--- src/rtl/spi_nor_cmd_fe.sv ---
module spi_nor_cmd_fe #(
  parameter logic [23:0] PART_ID     = 24'hEF4015,
  parameter logic [15:0] PART_EXT_ID = 16'h0000,
  parameter int          ARRAY_BYTES = 4096
) (
  input  logic        clk,
  input  logic        rst_n,
  input  logic        cs_n,
  input  logic        rx_valid,
  input  logic [7:0]  rx_byte,
  output logic [7:0]  tx_byte,
  output logic        rd_req,
  output logic [23:0] rd_addr,
  input  logic [7:0]  rd_data,
  output logic        prog_req,
  output logic [23:0] prog_addr,
  output logic [7:0]  prog_data,
  output logic        erase_req,
  output logic [1:0]  erase_kind,
  output logic [23:0] erase_addr,
  output logic        err_pulse
);
  localparam logic [23:0] AMASK    = 24'(ARRAY_BYTES - 1);
  localparam logic [7:0]  MFR      = PART_ID[23:16];
  localparam bit          SHORT_IO = (MFR == 8'hEF) || (MFR == 8'h01);
  localparam logic [2:0]  ID_LAST  = (PART_EXT_ID != 16'h0) ? 3'd4 : 3'd2;

  localparam logic [7:0] OP_WRSR = 8'h01, OP_WRDI = 8'h04, OP_RDSR = 8'h05,
                         OP_WREN = 8'h06, OP_RDID = 8'h9F, OP_CHIP = 8'hC7;

  typedef enum logic [2:0] {S_IDLE, S_COLLECT, S_READ, S_PROG, S_REPLY} st_t;

  st_t         st;
  logic [7:0]  cmd;
  logic [3:0]  cnt, need;
  logic [2:0]  pos;
  logic [23:0] hdr, cur_addr;
  logic        wel;

  function automatic logic [3:0] collect_len(input logic [7:0] op);
    case (op)
      8'h03, 8'h02, 8'hA2, 8'h32, 8'h20, 8'h52, 8'hD8: return 4'd3;
      8'h0B, 8'h3B, 8'h6B: return 4'd4;
      8'hBB: return SHORT_IO ? 4'd4 : 4'd5;
      8'hEB: return SHORT_IO ? 4'd6 : 4'd8;
      8'h01: return 4'd1;
      default: return 4'd0;
    endcase
  endfunction

  wire        stb      = rx_valid && !cs_n;
  wire [23:0] hdr_next = (cnt < 4'd3) ? {hdr[15:0], rx_byte} : hdr;
  wire [23:0] addr_inc = (cur_addr == AMASK) ? 24'd0 : cur_addr + 24'd1;
  wire [2:0]  rep_last = (cmd == OP_RDSR) ? 3'd0 : ID_LAST;
  wire [3:0]  cnt_inc  = cnt + 4'd1;

  logic [7:0] reply;
  always_comb begin
    if (cmd == OP_RDSR) reply = {6'b0, wel, 1'b0};
    else begin
      case (pos)
        3'd0:    reply = PART_ID[23:16];
        3'd1:    reply = PART_ID[15:8];
        3'd2:    reply = PART_ID[7:0];
        3'd3:    reply = PART_EXT_ID[15:8];
        default: reply = PART_EXT_ID[7:0];
      endcase
    end
  end

  assign rd_req  = stb && (st == S_READ);
  assign rd_addr = cur_addr;

  always_ff @(posedge clk) begin
    if (!rst_n) begin
      st <= S_IDLE; cmd <= 8'h0; cnt <= 4'd0; need <= 4'd0; pos <= 3'd0;
      hdr <= 24'd0; cur_addr <= 24'd0; wel <= 1'b0; tx_byte <= 8'h0;
      prog_req <= 1'b0; prog_addr <= 24'd0; prog_data <= 8'h0;
      erase_req <= 1'b0; erase_kind <= 2'd0; erase_addr <= 24'd0;
      err_pulse <= 1'b0;
    end else begin
      prog_req  <= 1'b0;
      erase_req <= 1'b0;
      err_pulse <= 1'b0;
      if (cs_n) begin
        st <= S_IDLE; cnt <= 4'd0; pos <= 3'd0;
      end else if (rx_valid) begin
        tx_byte <= 8'h00;
        case (st)
          S_IDLE: begin
            cmd <= rx_byte; cnt <= 4'd0; pos <= 3'd0; hdr <= 24'd0;
            if (collect_len(rx_byte) != 4'd0 && (rx_byte != OP_WRSR || wel)) begin
              need <= collect_len(rx_byte);
              st   <= S_COLLECT;
            end else begin
              case (rx_byte)
                OP_WREN: wel <= 1'b1;
                OP_WRDI: wel <= 1'b0;
                OP_RDSR, OP_RDID: st <= S_REPLY;
                OP_CHIP: if (wel) begin
                  erase_req <= 1'b1; erase_kind <= 2'd3; erase_addr <= 24'd0;
                end
                OP_WRSR, 8'h00: ;
                default: err_pulse <= 1'b1;
              endcase
            end
          end
          S_COLLECT: begin
            hdr <= hdr_next;
            cnt <= cnt_inc;
            if (cnt_inc == need) begin
              st       <= S_IDLE;
              cur_addr <= hdr_next & AMASK;
              case (cmd)
                8'h02, 8'hA2, 8'h32: st <= S_PROG;
                8'h03, 8'h0B, 8'h3B, 8'h6B, 8'hBB, 8'hEB: st <= S_READ;
                8'h20, 8'h52, 8'hD8: if (wel) begin
                  erase_req  <= 1'b1;
                  erase_addr <= hdr_next & AMASK;
                  erase_kind <= (cmd == 8'h20) ? 2'd0 : (cmd == 8'h52) ? 2'd1 : 2'd2;
                end
                OP_WRSR: wel <= 1'b0;
                default: ;
              endcase
            end
          end
          S_READ: begin
            tx_byte  <= rd_data;
            cur_addr <= addr_inc;
          end
          S_PROG: begin
            prog_req  <= 1'b1;
            prog_addr <= cur_addr;
            prog_data <= rx_byte;
            cur_addr  <= addr_inc;
          end
          S_REPLY: begin
            tx_byte <= reply;
            pos     <= pos + 3'd1;
            if (pos == rep_last) st <= S_IDLE;
          end
          default: st <= S_IDLE;
        endcase
      end
    end
  end
endmodule

--- config.mk ---
export PLATFORM = sky130hd
export DESIGN_NAME = spi_nor_cmd_fe
export DESIGN_NICKNAME = d
export VERILOG_FILES = /design/src/rtl/spi_nor_cmd_fe.sv
export SDC_FILE = /design/constraint.sdc
export NUM_CORES = 1
export LEC_CHECK = 0
export BUFFER_PORTS_ARGS = -buffer_cell sky130_fd_sc_hd__buf_4
export CAP_MARGIN = 20
export CORE_MARGIN = 2
export CORE_UTILIZATION = 40
export DETAILED_ROUTE_END_ITERATION = 12
export PLACE_DENSITY = 0.68
export SLEW_MARGIN = 20
export SYNTH_ARGS = -nofsm -noshare
export SYNTH_HDL_FRONTEND = slang
export SYNTH_SLANG_ARGS = --single-unit
--- constraint.sdc ---
create_clock -name clk -period 2.04 [get_ports clk]
set_input_delay 0.204 -clock clk [delete_from_list [all_inputs] [get_ports clk]]
set_output_delay 0.204 -clock clk [all_outputs]
set_load 0.02 [all_outputs]
==> implementation parameters <==
Parameter                              Value

Setup path
  Cell chain of the critical path    ha_4, xor2_4, and3_2, o311a_1, buf_4, a41oi_1, o21ai_0, a21oi_1
  Critical Path Source Type    flip-flop
  Maximum net fanout on the critical path    4
  Number of buffer and inverter instances along the worst setup path    1
  Gate family responsible for the most delay along the worst path    compound AO/OA/AOI/OAI gates
  Cell with the largest stage delay on the worst path    o311a_1
  Endpoint required time on the critical path    2.38 ns
  Stage delay of the slowest cell on the critical path    0.41 ns
  Critical path class    flip-flop to flip-flop
  Worst endpoint data arrival time    2.40 ns
  Worst setup EP type    flip-flop
  Minimum setup slack among reg-to-reg paths    -0.03 ns

Clock tree
  TritonCTS clock tree    built
  Deepest level of the CTS H-tree    4
  Sink Count    115
  Skew-Pair Late Insertion Delay    0.41 ns
  Clock input transition at the sequential cells of the worst setup and hold paths    0.05 ns
  Number of buffers added by the clock tree synthesis step    17
  Max Root-Sink Buffers    2
  Clock Root Buffer    clkbuf_16
  Post-CTS Hold Fix Bufs    0

Run
  Maxcap violations    0

Placed design
  Final estimated routing congestion in global placement    0.883
  Number of input and output port buffers inserted    101
  Half-perimeter wire length after placement    11,600 µm

STA
  Final critical-path share of the clock period    1.01
  Fmax    484 MHz
  Clock period minus final worst setup slack    2.07 ns
  Final Skew    0.00508 ns
  Transition time at the pin with the least slew margin    0.509 ns
  Slew Limit Headroom    0.660
  Final Hold Violating Endpoints    0
  RSZ-0062 raised after global routing    true
  Number of max-slew violations in the final report    0
  Post-Route Setup TNS    -0.0565 ns
  Worst setup margin    -0.0263 ns
  Number of failing setup endpoints in the final timing report    3

Synth
  Synth top area share    0.393
  Number of flops mapped to enable cells by yosys    0
  Most area-hungry cell type in the Yosys netlist    dfxtp_1
  Main area contributors after synthesis    dfxtp_1 39%, nand2_1 6.7%, a21oi_1 6.3%
  Total standard cell area after synthesis    0.00585 mm²
  Post-synthesis share of cell area spent on full adders, half adders and majority gates    0.0128
  Multiplexer fraction of the synthesized cell area    0.0295
  Yosys synthesis warning count    0
  Largest family of logic cells by synthesized area    simple AND/OR/NAND/NOR gates
  Commonest register cell after synthesis    dfxtp_1
  Simple logic cell fraction of the synthesized area    0.258
  Synth async-reset ratio    0
  Area fraction in compound gates after synthesis    0.224
  Number of distinct library cells after synthesis    80
  Area share of xor/xnor cells in the synthesized design    0.0240
  Number of cells produced by synthesis    711
  Seq/Total Area, Yosys    0.393
  Synth Area per Inst    8.23 µm²
  Flop and latch count out of synthesis    115

Floorplan
  Core Footprint    0.0144 mm²
  Die Y-Extent    125 µm
  IO Count    114
  Overall die width    125 µm
  DIE AREA    0.0156 mm²
  Placement row count    44
  Initial core utilization    0.406

Drt
  Vias    5,835
  Antenna-violating nets left    0
  1st-iter DRT viols    477
  Vias per inst    5.52
  Final wirelength    17,300 µm
  DR DRC count    0
  Average detailed-routed wire length per instance    16.4 µm
  1st-pass router iterations    5

Final layout
  Final cell utilization of the core    0.557
  Layout-stage area growth over the synthesis result    37.4%
  Share of post-route cells with drive strength above 1    0.316
  Nets    886
  Number of antenna repair diodes    0
  Commonest non-fill, non-tap cells in the layout    170 x buf_4, 112 x dfxtp_1, 104 x nand2_1
  Most common library cell in the layout ignoring fill and taps    buf_4

Run status
  Failing checks    setup timing
  Run status    complete, but fails checks

Global route
  Number of antenna violations at the first check in global routing    0
  Leftover overflow at the end of global routing    0
  All-layer global routing usage    0.211
  Pin count of the biggest net entering global routing    34
  Via count of the first global-routing pass    5,271
  First-pass GRT wire length    27,100 µm

Min path
  Type of the most critical hold path    input pin to flip-flop

Power
  Max IR drop VDD    0.555 mV
  Cell leakage power    3.21 nW
  PwrDens    678 mW/mm²
worst reg2reg max path, delay by kind of cell, from the launching register on:
family | cells | cell delay, ns
compound gates | 4 | 0.89
xor+xnor | 1 | 0.16
fa+ha+maj | 1 | 0.18
buf+inv | 1 | 0.17
flops | 1 | 0.34
simple gates | 1 | 0.26
state kept, by name (all words and copies together), names as in the netlist:
name,cells
erase_req,1
tx_byte,8
err_pulse,1
pos,3
cnt,4
need,3
rd_addr,24
wel,1
st,3
prog_addr,24
erase_addr,12
cmd,8
prog_data,8
erase_kind,2
hdr,12
prog_req,1
metal layers:
layer / track usage / share of wire
met3: 0.0543 / 0.067
met1: 0.298 / 0.46
met4: 0.0673 / 0.016
met5: 0 / 0
met2: 0.318 / 0.46
cell families after synthesis:
group | Yosys count
compound gates | 191
xor+xnor | 16
fa+ha+maj | 6
buf+inv | 71
flops | 115
mux | 17
other cells | 1
simple gates | 294
through the flow:
stage	instance area (µm²)	total power, mW	setup slack (ns)	cells	hold WS, ns
after detailed placement	7170	2.66	-0.00236	1017	0.447
after global routing	8040	5.65	-0.126	1057	0.115
after CTS	7740	5.46	-0.0204	1049	0.0654
after floorplan	5910	2.54	0.00987	722	0.397
after global placement	7170	2.66	0.0243	1017	0.443
final	8040	5.45	-0.0263	1057	0.0902
cell usage after synthesis (all sizes together) (6+ instances only):
| cell | instances |
|---|---|
| dfxtp | 115 |
| nand2 | 105 |
| a21oi | 74 |
| nor2 | 66 |
| o21ai | 41 |
| clkbuf | 34 |
| buf | 27 |
| nor3 | 18 |
| nand3 | 17 |
| a22oi | 16 |
| mux2i | 15 |
| nand4 | 14 |
| o2bb2ai | 12 |
| and3 | 11 |
| inv | 10 |
| nor4 | 10 |
| nor2b | 9 |
| xor2 | 9 |
| nand2b | 8 |
| xnor2 | 7 |
| a2111oi | 6 |
| and2 | 6 |
| ha | 6 |
what timing repair did:
item                                    CTS  global route
gates resized for setup                   3            45
endpoints found under the setup margin   16            50
gates cloned                              0             3
pin swaps                                 2            16
setup buffers                             0             5
power breakdown:
part           total [mW]  internal (mW)  switching, mW
Sequential           2.28           2.26         0.0130
Clock                2.81           1.77           1.04
Combinational       0.365          0.133          0.231
Total                5.45           4.17           1.28
final cells by class:
class / instances / area (µm²)
Fill cell: 1351 / 6380
Multi-Input combinational cell: 536 / 3500
Sequential cell: 115 / 2310
Timing Repair Buffer: 180 / 1420
Clock buffer: 20 / 437
Tap cell: 184 / 230
Clock inverter: 12 / 115
Inverter: 10 / 37.5
final timing paths:
kind	from	to	cells past startpoint
max	cnt[1]$_SDFFE_PP0P_	wel$_SDFFE_PN0P_	8
min	rd_data[6]	tx_byte[6]$_SDFFE_PN0P_	3
max reg2reg	cnt[1]$_SDFFE_PP0P_	wel$_SDFFE_PN0P_	8
min reg2reg	prog_addr[17]$_SDFFE_PN0P_	prog_addr[17]$_SDFFE_PN0P_	2
No activity file was read; power rests on OpenSTA's default activity.
